<file path="config.mk">
export PLATFORM = sky130hd
export DESIGN_NAME = sram_strobe_ctl
export DESIGN_NICKNAME = d
export VERILOG_FILES = /design/src/rtl/sram_strobe_pkg.sv /design/src/rtl/sram_wait_cnt.sv /design/src/rtl/sram_seq.sv /design/src/rtl/sram_strobe_reg.sv /design/src/rtl/sram_strobe_ctl.sv
export SDC_FILE = /design/constraint.sdc
export NUM_CORES = 1
export LEC_CHECK = 0
export BUFFER_PORTS_ARGS = -buffer_cell sky130_fd_sc_hd__clkbuf_2
export CORE_MARGIN = 3
export CORE_UTILIZATION = 40
export CTS_CLUSTER_DIAMETER = 50
export DETAILED_ROUTE_END_ITERATION = 8
export PLACE_DENSITY = 0.69
export SLEW_MARGIN = 40
export SYNTH_ARGS = -nofsm -noshare
export SYNTH_HDL_FRONTEND = slang
export SYNTH_SLANG_ARGS = --single-unit
export TNS_END_PERCENT = 10
</file>
<file path="constraint.sdc">
create_clock -name clk -period 2.6 [get_ports clk]
set_clock_uncertainty 0.1 [all_clocks]
set_input_delay 0.39 -clock clk [delete_from_list [all_inputs] [get_ports clk]]
set_output_delay 0.39 -clock clk [all_outputs]
set_load 0.02 [all_outputs]
</file>
<file path="src/rtl/sram_strobe_pkg.sv">
package sram_strobe_pkg;

    typedef enum logic [2:0] {
        ST_IDLE,
        ST_WR_ADDR,
        ST_WR_PULSE,
        ST_WR_HOLD,
        ST_RD_ACCESS,
        ST_RD_RELEASE
    } seq_state_e;

    typedef struct packed {
        logic cs_n;
        logic we_n;
        logic oe_n;
        logic dq_oe;
    } strobe_t;

    localparam strobe_t STROBE_STANDBY = '{cs_n: 1'b1, we_n: 1'b1, oe_n: 1'b1, dq_oe: 1'b0};

    // ceil(t_ns * 1000 / clk_ps), never below one cycle
    function automatic int ns_to_cyc(input int t_ns, input int clk_ps);
        int c;
        c = (t_ns * 1000 + clk_ps - 1) / clk_ps;
        return (c < 1) ? 1 : c;
    endfunction

    function automatic int max_of(input int a, input int b);
        return (a > b) ? a : b;
    endfunction

    function automatic strobe_t strobes_for(input seq_state_e s);
        strobe_t st;
        st = STROBE_STANDBY;
        case (s)
            ST_WR_ADDR:   st = '{cs_n: 1'b0, we_n: 1'b1, oe_n: 1'b1, dq_oe: 1'b0};
            ST_WR_PULSE:  st = '{cs_n: 1'b0, we_n: 1'b0, oe_n: 1'b1, dq_oe: 1'b1};
            ST_WR_HOLD:   st = '{cs_n: 1'b0, we_n: 1'b1, oe_n: 1'b1, dq_oe: 1'b1};
            ST_RD_ACCESS: st = '{cs_n: 1'b0, we_n: 1'b1, oe_n: 1'b0, dq_oe: 1'b0};
            default:      st = STROBE_STANDBY;
        endcase
        return st;
    endfunction

endpackage

</file>
<file path="src/rtl/sram_wait_cnt.sv">
module sram_wait_cnt #(
    parameter int CNT_W = 4
) (
    input  logic             clk,
    input  logic             rst,
    input  logic             load,
    input  logic [CNT_W-1:0] load_val,
    output logic             done
);
    logic [CNT_W-1:0] cnt;

    always_ff @(posedge clk) begin
        if (rst)
            cnt <= '0;
        else if (load)
            cnt <= load_val;
        else if (cnt != '0)
            cnt <= cnt - 1'b1;
    end

    assign done = (cnt == '0);
endmodule

</file>
<file path="src/rtl/sram_seq.sv">
module sram_seq
    import sram_strobe_pkg::*;
#(
    parameter int CNT_W     = 4,
    parameter int PULSE_CYC = 7,
    parameter int ACC_CYC   = 7,
    parameter int REL_CYC   = 3
) (
    input  logic             clk,
    input  logic             rst,
    input  logic             req_valid,
    input  logic             req_write,
    input  logic             cnt_done,
    output logic             cnt_load,
    output logic [CNT_W-1:0] cnt_val,
    output seq_state_e       state_next,
    output logic             ready,
    output logic             accept,
    output logic             capture
);
    localparam logic [CNT_W-1:0] PULSE_M1 = CNT_W'(PULSE_CYC - 1);
    localparam logic [CNT_W-1:0] ACC_M1   = CNT_W'(ACC_CYC - 1);
    localparam logic [CNT_W-1:0] REL_M1   = CNT_W'(REL_CYC - 1);

    seq_state_e state;

    always_comb begin
        state_next = state;
        cnt_load   = 1'b0;
        cnt_val    = '0;
        case (state)
            ST_IDLE: if (req_valid) begin
                if (req_write) begin
                    state_next = ST_WR_ADDR;
                end else begin
                    state_next = ST_RD_ACCESS;
                    cnt_load   = 1'b1;
                    cnt_val    = ACC_M1;
                end
            end
            ST_WR_ADDR: begin
                state_next = ST_WR_PULSE;
                cnt_load   = 1'b1;
                cnt_val    = PULSE_M1;
            end
            ST_WR_PULSE:  if (cnt_done) state_next = ST_WR_HOLD;
            ST_WR_HOLD:   state_next = ST_IDLE;
            ST_RD_ACCESS: if (cnt_done) begin
                state_next = ST_RD_RELEASE;
                cnt_load   = 1'b1;
                cnt_val    = REL_M1;
            end
            ST_RD_RELEASE: if (cnt_done) state_next = ST_IDLE;
            default: state_next = ST_IDLE;
        endcase
    end

    always_ff @(posedge clk) begin
        if (rst) state <= ST_IDLE;
        else     state <= state_next;
    end

    assign ready   = (state == ST_IDLE);
    assign accept  = ready && req_valid;
    assign capture = (state == ST_RD_ACCESS) && cnt_done;


    leave_idle_chk: assert property (@(posedge clk) disable iff (rst)
        accept |=> !ready);

    capture_from_read_chk: assert property (@(posedge clk) disable iff (rst)
        capture |=> (state == ST_RD_RELEASE));
endmodule

</file>
<file path="src/rtl/sram_strobe_reg.sv">
module sram_strobe_reg
    import sram_strobe_pkg::*;
(
    input  logic       clk,
    input  logic       rst,
    input  seq_state_e state_next,
    output strobe_t    strobes
);
    always_ff @(posedge clk) begin
        if (rst) strobes <= STROBE_STANDBY;
        else     strobes <= strobes_for(state_next);
    end


    we_needs_select_chk: assert property (@(posedge clk) disable iff (rst)
        !strobes.we_n |-> (!strobes.cs_n && strobes.oe_n));
endmodule

</file>
<file path="src/rtl/sram_strobe_ctl.sv">
module sram_strobe_ctl
    import sram_strobe_pkg::*;
#(
    parameter int ADDR_W   = 15,
    parameter int DATA_W   = 8,
    parameter int CLK_PS   = 8000,
    parameter int T_WP_NS  = 45,
    parameter int T_CW_NS  = 50,
    parameter int T_AW_NS  = 50,
    parameter int T_DW_NS  = 25,
    parameter int T_WC_NS  = 55,
    parameter int T_AA_NS  = 55,
    parameter int T_OE_NS  = 30,
    parameter int T_RC_NS  = 55,
    parameter int T_REL_NS = 20
) (
    input  logic              clk,
    input  logic              rst,
    input  logic              req_valid,
    output logic              req_ready,
    input  logic              req_write,
    input  logic [ADDR_W-1:0] req_addr,
    input  logic [DATA_W-1:0] req_wdata,
    output logic [DATA_W-1:0] rd_data,
    output logic              rd_valid,
    output logic [ADDR_W-1:0] mem_addr,
    output logic              mem_cs_n,
    output logic              mem_we_n,
    output logic              mem_oe_n,
    output logic [DATA_W-1:0] mem_dq_out,
    input  logic [DATA_W-1:0] mem_dq_in,
    output logic              mem_dq_oe
);
    localparam int WC_FLOOR  = max_of(ns_to_cyc(T_WC_NS, CLK_PS) - 2, 1);
    localparam int PULSE_CYC = max_of(max_of(ns_to_cyc(T_WP_NS, CLK_PS), ns_to_cyc(T_CW_NS, CLK_PS)),
                                      max_of(max_of(ns_to_cyc(T_AW_NS, CLK_PS), ns_to_cyc(T_DW_NS, CLK_PS)),
                                             WC_FLOOR));
    localparam int ACC_CYC   = max_of(max_of(ns_to_cyc(T_AA_NS, CLK_PS), ns_to_cyc(T_OE_NS, CLK_PS)),
                                      ns_to_cyc(T_RC_NS, CLK_PS));
    localparam int REL_CYC   = ns_to_cyc(T_REL_NS, CLK_PS);
    localparam int CNT_W     = $clog2(max_of(max_of(PULSE_CYC, ACC_CYC), REL_CYC) + 1);

    logic             cnt_load, cnt_done, accept, capture;
    logic [CNT_W-1:0] cnt_val;
    seq_state_e       state_next;
    strobe_t          strobes;

    sram_wait_cnt #(.CNT_W(CNT_W)) u_cnt (
        .clk(clk), .rst(rst), .load(cnt_load), .load_val(cnt_val), .done(cnt_done)
    );

    sram_seq #(
        .CNT_W(CNT_W), .PULSE_CYC(PULSE_CYC), .ACC_CYC(ACC_CYC), .REL_CYC(REL_CYC)
    ) u_seq (
        .clk(clk), .rst(rst), .req_valid(req_valid), .req_write(req_write),
        .cnt_done(cnt_done), .cnt_load(cnt_load), .cnt_val(cnt_val),
        .state_next(state_next), .ready(req_ready), .accept(accept), .capture(capture)
    );

    sram_strobe_reg u_strobe (
        .clk(clk), .rst(rst), .state_next(state_next), .strobes(strobes)
    );

    assign mem_cs_n  = strobes.cs_n;
    assign mem_we_n  = strobes.we_n;
    assign mem_oe_n  = strobes.oe_n;
    assign mem_dq_oe = strobes.dq_oe;

    always_ff @(posedge clk) begin
        if (rst) begin
            mem_addr   <= '0;
            mem_dq_out <= '0;
        end else if (accept) begin
            mem_addr <= req_addr;
            if (req_write) mem_dq_out <= req_wdata;
        end
    end

    always_ff @(posedge clk) begin
        if (rst) begin
            rd_data  <= '0;
            rd_valid <= 1'b0;
        end else begin
            rd_valid <= capture;
            if (capture) rd_data <= mem_dq_in;
        end
    end


    idle_standby_chk: assert property (@(posedge clk) disable iff (rst)
        req_ready |-> (mem_cs_n && mem_we_n && mem_oe_n && !mem_dq_oe));

    no_contention_chk: assert property (@(posedge clk) disable iff (rst)
        !mem_oe_n |-> !mem_dq_oe);

    addr_stable_chk: assert property (@(posedge clk) disable iff (rst)
        (!mem_cs_n && !mem_we_n) |=> (mem_we_n || ($stable(mem_addr) && $stable(mem_dq_out))));

    data_hold_chk: assert property (@(posedge clk) disable iff (rst)
        $rose(mem_we_n) |-> (mem_dq_oe && !mem_cs_n && $stable(mem_dq_out)));

    rd_pulse_chk: assert property (@(posedge clk) disable iff (rst)
        rd_valid |=> !rd_valid);
endmodule

</file>
==> impl_metrics.yaml, run 1 <==
setup_path:
  end_kind: "flop"
  critical_path_peak_fanout: 12
  crit_arrival_ps: 1820
  critPathLaunchType: "flop"
  critPathRequiredTime_ps: 2660
  crit_type: "flop to flop"
sta:
  final.setup.tns_ps: 0
  relSlewSlack: 0.651
  setup_viol: 0
  rsz0062_at_grt: "false"
  max_slew.worst_pin.slew_ps: 523
  final_max_slew_viol_count: 0
  hold_ws_ps: 211
  hold_violations: 0
  period_minus_slack_ps: 1760
  max_freq_ghz: 0.569
  fin_crit_sh: 0.676
  layout_setup_ws_ps: 843
yosys:
  async_flop_share: 0
  synthesis.area_um2: 1650
  synth_ff_type: "dfxtp_1"
  ys_warn_count: 0
  synth_edf_count: 0
  synth_area_leaders: "dfxtp_1, nand2_1, a21oi_1"
  synth-seq-cells: 42
  synth_cells: 198
  yosysUniqueCellTypes: 32
  yosys.area.top_type: "dfxtp_1"
  ys_seq_area_frac: 0.509
  post-synth-top-count-cell: "nand2_1"
  avgSynthCellArea_um2: 8.34
  netlist.area_leader.share: 0.509
  synth_nets: 235
  synth_top_cells_by_count: "nand2_1, dfxtp_1, a21oi_1"
drt:
  avgRoutedWirePerCell_um: 11.6
  drc_errors: 0
  vias: 1500
  wl_met1_um: 1700
  final_antenna_net_count: 0
  totalWireLength_um: 3640
  wl_met2_um: 1660
  top_layer_used: "met4"
  wl_met3_um: 247
  via_per_inst: 4.78
  dr.first_iter.drc_count: 44
  drt_first_pass_iters: 4
outcome:
  status: "completed"
clock_network:
  post-cts-setup-buffer-count: 0
  clk_latency_ps: 290
  ctsResizeCount: 0
  cts-root-buf: "clkbuf_8"
  ctsLongestPathBuffers: 2
  cts.sinks: 42
  numCtsBuffers: 5
  ctsHoldBuffers: 0
  path_clk_slew_ps: 80
  cts-htree-levels: 2
  cts_tree: "built"
finish:
  multiInputGateArea_um2: 699
  fill_cells: 365
  synthToLayoutAreaGrowth_pct: 27.1
  drive_above_1_share: 0.316
  nets: 302
  finalNonFillerCells: 314
  ff_latch_area_um2: 841
  diodes: 0
run:
  drv_cap: 0
pwr:
  irDropWorstVdd_mv: 0.410
  p_leak_nw: 0.938
  p_per_area_nw_per_um2: 869
die:
  placementRows: 22
  die_h_um: 70.3
  die_x_um: 70.3
  die-area_um2: 4940
  io_pins: 72
  start_util: 0.432
  core_um2: 3830
placed_design:
  post-place-cells: 306
  globalplace.congestion: 0.735
  place_ws_ps: 842
  io_buffer_count: 71
  dp_hpwl_um: 2580
grt:
  grtUsageTotal: 0.154
  grt_overflow: 0
  grt_start_max_net_pins: 26
  antenna_found_initial: 0
  grt_pass1_vias: 1368
  grt_pass1_wl_um: 6210
hold_path:
  min_path_type: "input port to flop"
report_power, final:
part           leakage (nW)  switching [W]  internal (W)
registers             0.344      0.0000562      0.000730
clock network        0.0514       0.000217      0.000286
logic                 0.543       0.000317      0.000217
total                 0.938       0.000590       0.00123
path summary, 6_finish.rpt:
check / from / to / slack [ps] / depth (start not counted)
worst min-delay path: req_addr[3] / mem_addr[3]$_SDFFE_PP0P_ / 210 / 3
worst max-delay path: u_cnt.cnt[0]$_SDFFE_PP0P_ / rd_data[5]$_SDFFE_PP0P_ / 840 / 6
worst max register to register: u_cnt.cnt[0]$_SDFFE_PP0P_ / rd_data[5]$_SDFFE_PP0P_ / 840 / 6
worst min register to register: mem_dq_out[3]$_SDFFE_PP0P_ / mem_dq_out[3]$_SDFFE_PP0P_ / 360 / 2
cells by family after synthesis:
kind of cell / share of synthesized area
xor+xnor: 0.0106
buf+inv: 0.0674
simple gates: 0.236
fa+ha+maj: 0.0151
compound gates: 0.148
flops: 0.509
mux: 0.0129
layout by cell type, fill, tap and decap left out, types with 2 or more instances in the layout:
| master | n |
|---|---|
| buf_4 | 2 |
| nand3_1 | 12 |
| a21boi_0 | 2 |
| o21ai_0 | 3 |
| nor2b_1 | 3 |
| clkbuf_2 | 71 |
| dfxtp_1 | 42 |
| inv_1 | 5 |
| nor2_1 | 5 |
| ha_1 | 2 |
| nand2_1 | 59 |
| clkbuf_8 | 5 |
| a31oi_1 | 2 |
| a21oi_1 | 34 |
final cells by class:
type | count | share of cell area
multi-input cells | 138 | 0.333
clock inverters | 2 | 0.0179
clock buffers | 6 | 0.0346
repair buffers | 73 | 0.176
inverters | 5 | 0.00894
flip-flops and latches | 42 | 0.400
well taps | 48 | 0.0286
state kept, by name (all words and copies together), names as in the netlist:
signal / cells
rd_data: 8
rd_valid: 1
mem_dq_out: 8
u_cnt.cnt: 3
mem_addr: 15
u_strobe.strobes: 4
u_seq.state: 3
critical path, stage by stage, from the launching register on:
cell and delay [ps]:
dfxtp_1 320, inv_1 50, ha_1 150, ha_1 390, nand3_1 360, nand2_1 180
a21oi_1 80
stage by stage:
stage | power, W | utilization | area [µm²]
final | 0.00182 | 0.549 | 2100
after global routing | 0.00196 | 0.549 | 2100
after CTS | 0.00185 | 0.549 | 2100
after detailed placement | 0.00134 | 0.520 | 1990
after global placement | 0.00133 | 0.520 | 1990
after floorplan | 0.00121 | - | 1650
routing by layer:
metal,vias to the layer above,track usage
li1,786,-
met1,658,0.202
met2,51,0.236
met3,5,0.0532
met4,0,0.0489
met5,-,0
Note: power is estimated with default switching activity, not from simulation.
==> inputs of run 2 (changes only) <==
==> constraint.sdc (replaced) <==
create_clock -name clk -period 1.81 [get_ports clk]
set_clock_uncertainty 0.1 [all_clocks]
set_input_delay 0.2715 -clock clk [delete_from_list [all_inputs] [get_ports clk]]
set_output_delay 0.2715 -clock clk [all_outputs]
set_load 0.02 [all_outputs]
==> run 2 against run 1 <==
  * Final cell count grew 0.96%
  * Clock power is 20% higher
  * Largest power group unchanged
  * Via count increased by 0.93%
  * Critical endpoint is now u_strobe.strobes[3]$_SDFF_PP1_
  * Design area increased by 0.36%
  * Combinational power grew 49%
==> impl_metrics.yaml, run 2 (synthesis gave the netlist of run 1 again) <==
outcome:
  status: "completed"
finish:
  fill_cells: 395
  mostFrequentLayoutCell: "clkbuf_2"
  nets: 305
  finalNonFillerCells: 317
  fin_util: 0.551
  final_cell_mix: "clkbuf_2, nand2_1, dfxtp_1"
  multiInputGateArea_um2: 703
  largest_register_ffs: 15
  largest-register: "mem_addr"
  diodes: 0
  ff_latch_area_um2: 841
  top_regs: "mem_addr: 15 flops, mem_dq_out: 8 flops, rd_data: 8 flops"
  synthToLayoutAreaGrowth_pct: 27.6
  drive_above_1_share: 0.331
setup_path:
  critPathLaunchType: "flop"
  critPathTopFamily: "adder cells"
  critPathLaunch: "u_cnt.cnt[0]$_SDFFE_PP0P_"
  crit_arrival_ps: 1730
  path_buf_inv: 1
  r2r_start: "u_cnt.cnt[0]$_SDFFE_PP0P_"
  max_stage_delay_ps: 350
  end_kind: "flop"
  crit_type: "flop to flop"
  critical_path_peak_fanout: 12
  cpMaxStageDelayCell: "dfxtp_1"
  path_cells: "inv_1 > ha_1 > ha_2 > nor2b_1 > o221ai_1 > nor2_1 > mux2i_1"
  critPathRequiredTime_ps: 1880
pwr:
  irDropWorstVdd_mv: 0.653
  p_leak_nw: 0.947
  finalPower_w: 0.00253
  p_per_area_nw_per_um2: 1200
sta:
  rsz0062_at_grt: "false"
  max_slew.worst_pin.slew_ps: 526
  fin_crit_sh: 0.915
  hold_ws_ps: 99.8
  hold_violations: 0
  max_freq_ghz: 0.604
  final.setup.tns_ps: 0
  setup_viol: 0
  final_max_slew_viol_count: 0
  period_minus_slack_ps: 1660
  relSlewSlack: 0.649
drt:
  vias: 1514
  final_antenna_net_count: 0
  drt_first_pass_iters: 4
  drc_errors: 0
  dr.first_iter.drc_count: 63
  via_per_inst: 4.78
  avgRoutedWirePerCell_um: 11.2
  totalWireLength_um: 3560
grt:
  grt_overflow: 0
  grt_pass1_vias: 1399
  grt_pass1_wl_um: 6010
  antenna_found_initial: 0
  grt_start_max_net_pins: 28
  grtUsageTotal: 0.149
die:
  core_um2: 3830
  die_x_um: 70.3
  die_h_um: 70.3
  placementRows: 22
  io_pins: 72
  start_util: 0.432
  die-area_um2: 4940
clock_network:
  clk_latency_ps: 280
  post-cts-setup-buffer-count: 0
  cts-root-buf: "clkbuf_8"
  cts.sinks: 42
  cts-htree-levels: 2
  ctsLongestPathBuffers: 2
  cts_tree: "built"
  numCtsBuffers: 5
  path_clk_slew_ps: 80
  ctsHoldBuffers: 0
placed_design:
  post-place-cells: 309
  io_buffer_count: 71
  globalplace.congestion: 0.791
  dp_hpwl_um: 2540
hold_path:
  min_path_type: "input port to flop"
  min_from: "mem_dq_in[6]"
run:
  drv_cap: 0
[run 2: per-layer routing]
layer / wire, µm / vias to the layer above / track usage
met5: 0 / - / 0
met4: 36 / 0 / 0.0447
met3: 260 / 5 / 0.0504
met2: 1620 / 48 / 0.256
met1: 1640 / 666 / 0.174
li1: - / 795 / -
[run 2: through the flow]
step,setup WS [ps],area (µm²)
3_3_place_gp,113,2010
4_1_cts,53.6,2100
2_1_floorplan,42.4,1650
3_5_place_dp,78.8,2010
6_report,154,2110
5_1_grt,81.1,2110
[run 2: layout make-up]
class,instances,area share
multi-input combinational,138,0.334
clock buffer,7,0.0410
tap,48,0.0285
timing repair buffer,76,0.186
sequential,42,0.399
inverter,5,0.00891
clock inverter,1,0.00238
[run 2: power by group]
group	internal, W	switching, W
Combinational	0.000338	0.000460
Sequential	0.00105	0.0000807
Clock	0.000308	0.000295
Total	0.00169	0.000835
[run 2: path summary, 6_finish.rpt]
kind,endpoint,cells after the start,slack (ps)
max,u_strobe.strobes[3]$_SDFF_PP1_,7,150
min,rd_data[6]$_SDFFE_PP0P_,3,100
max reg2reg,u_strobe.strobes[3]$_SDFF_PP1_,7,150
min reg2reg,mem_dq_out[6]$_SDFFE_PP0P_,2,360
[run 2: timing repair]
item	4_1_cts	5_1_grt
endpoints found under the hold margin	0	0
gates resized for setup	0	2
endpoints found under the setup margin	0	10
[run 2: worst register-to-register path, cell delays in order (launching register included)]
cell and delay [ps]:
dfxtp_1 350, inv_1 50, ha_1 190, ha_2 260, nor2b_1 160, o221ai_1 150
nor2_1 180, mux2i_1 90
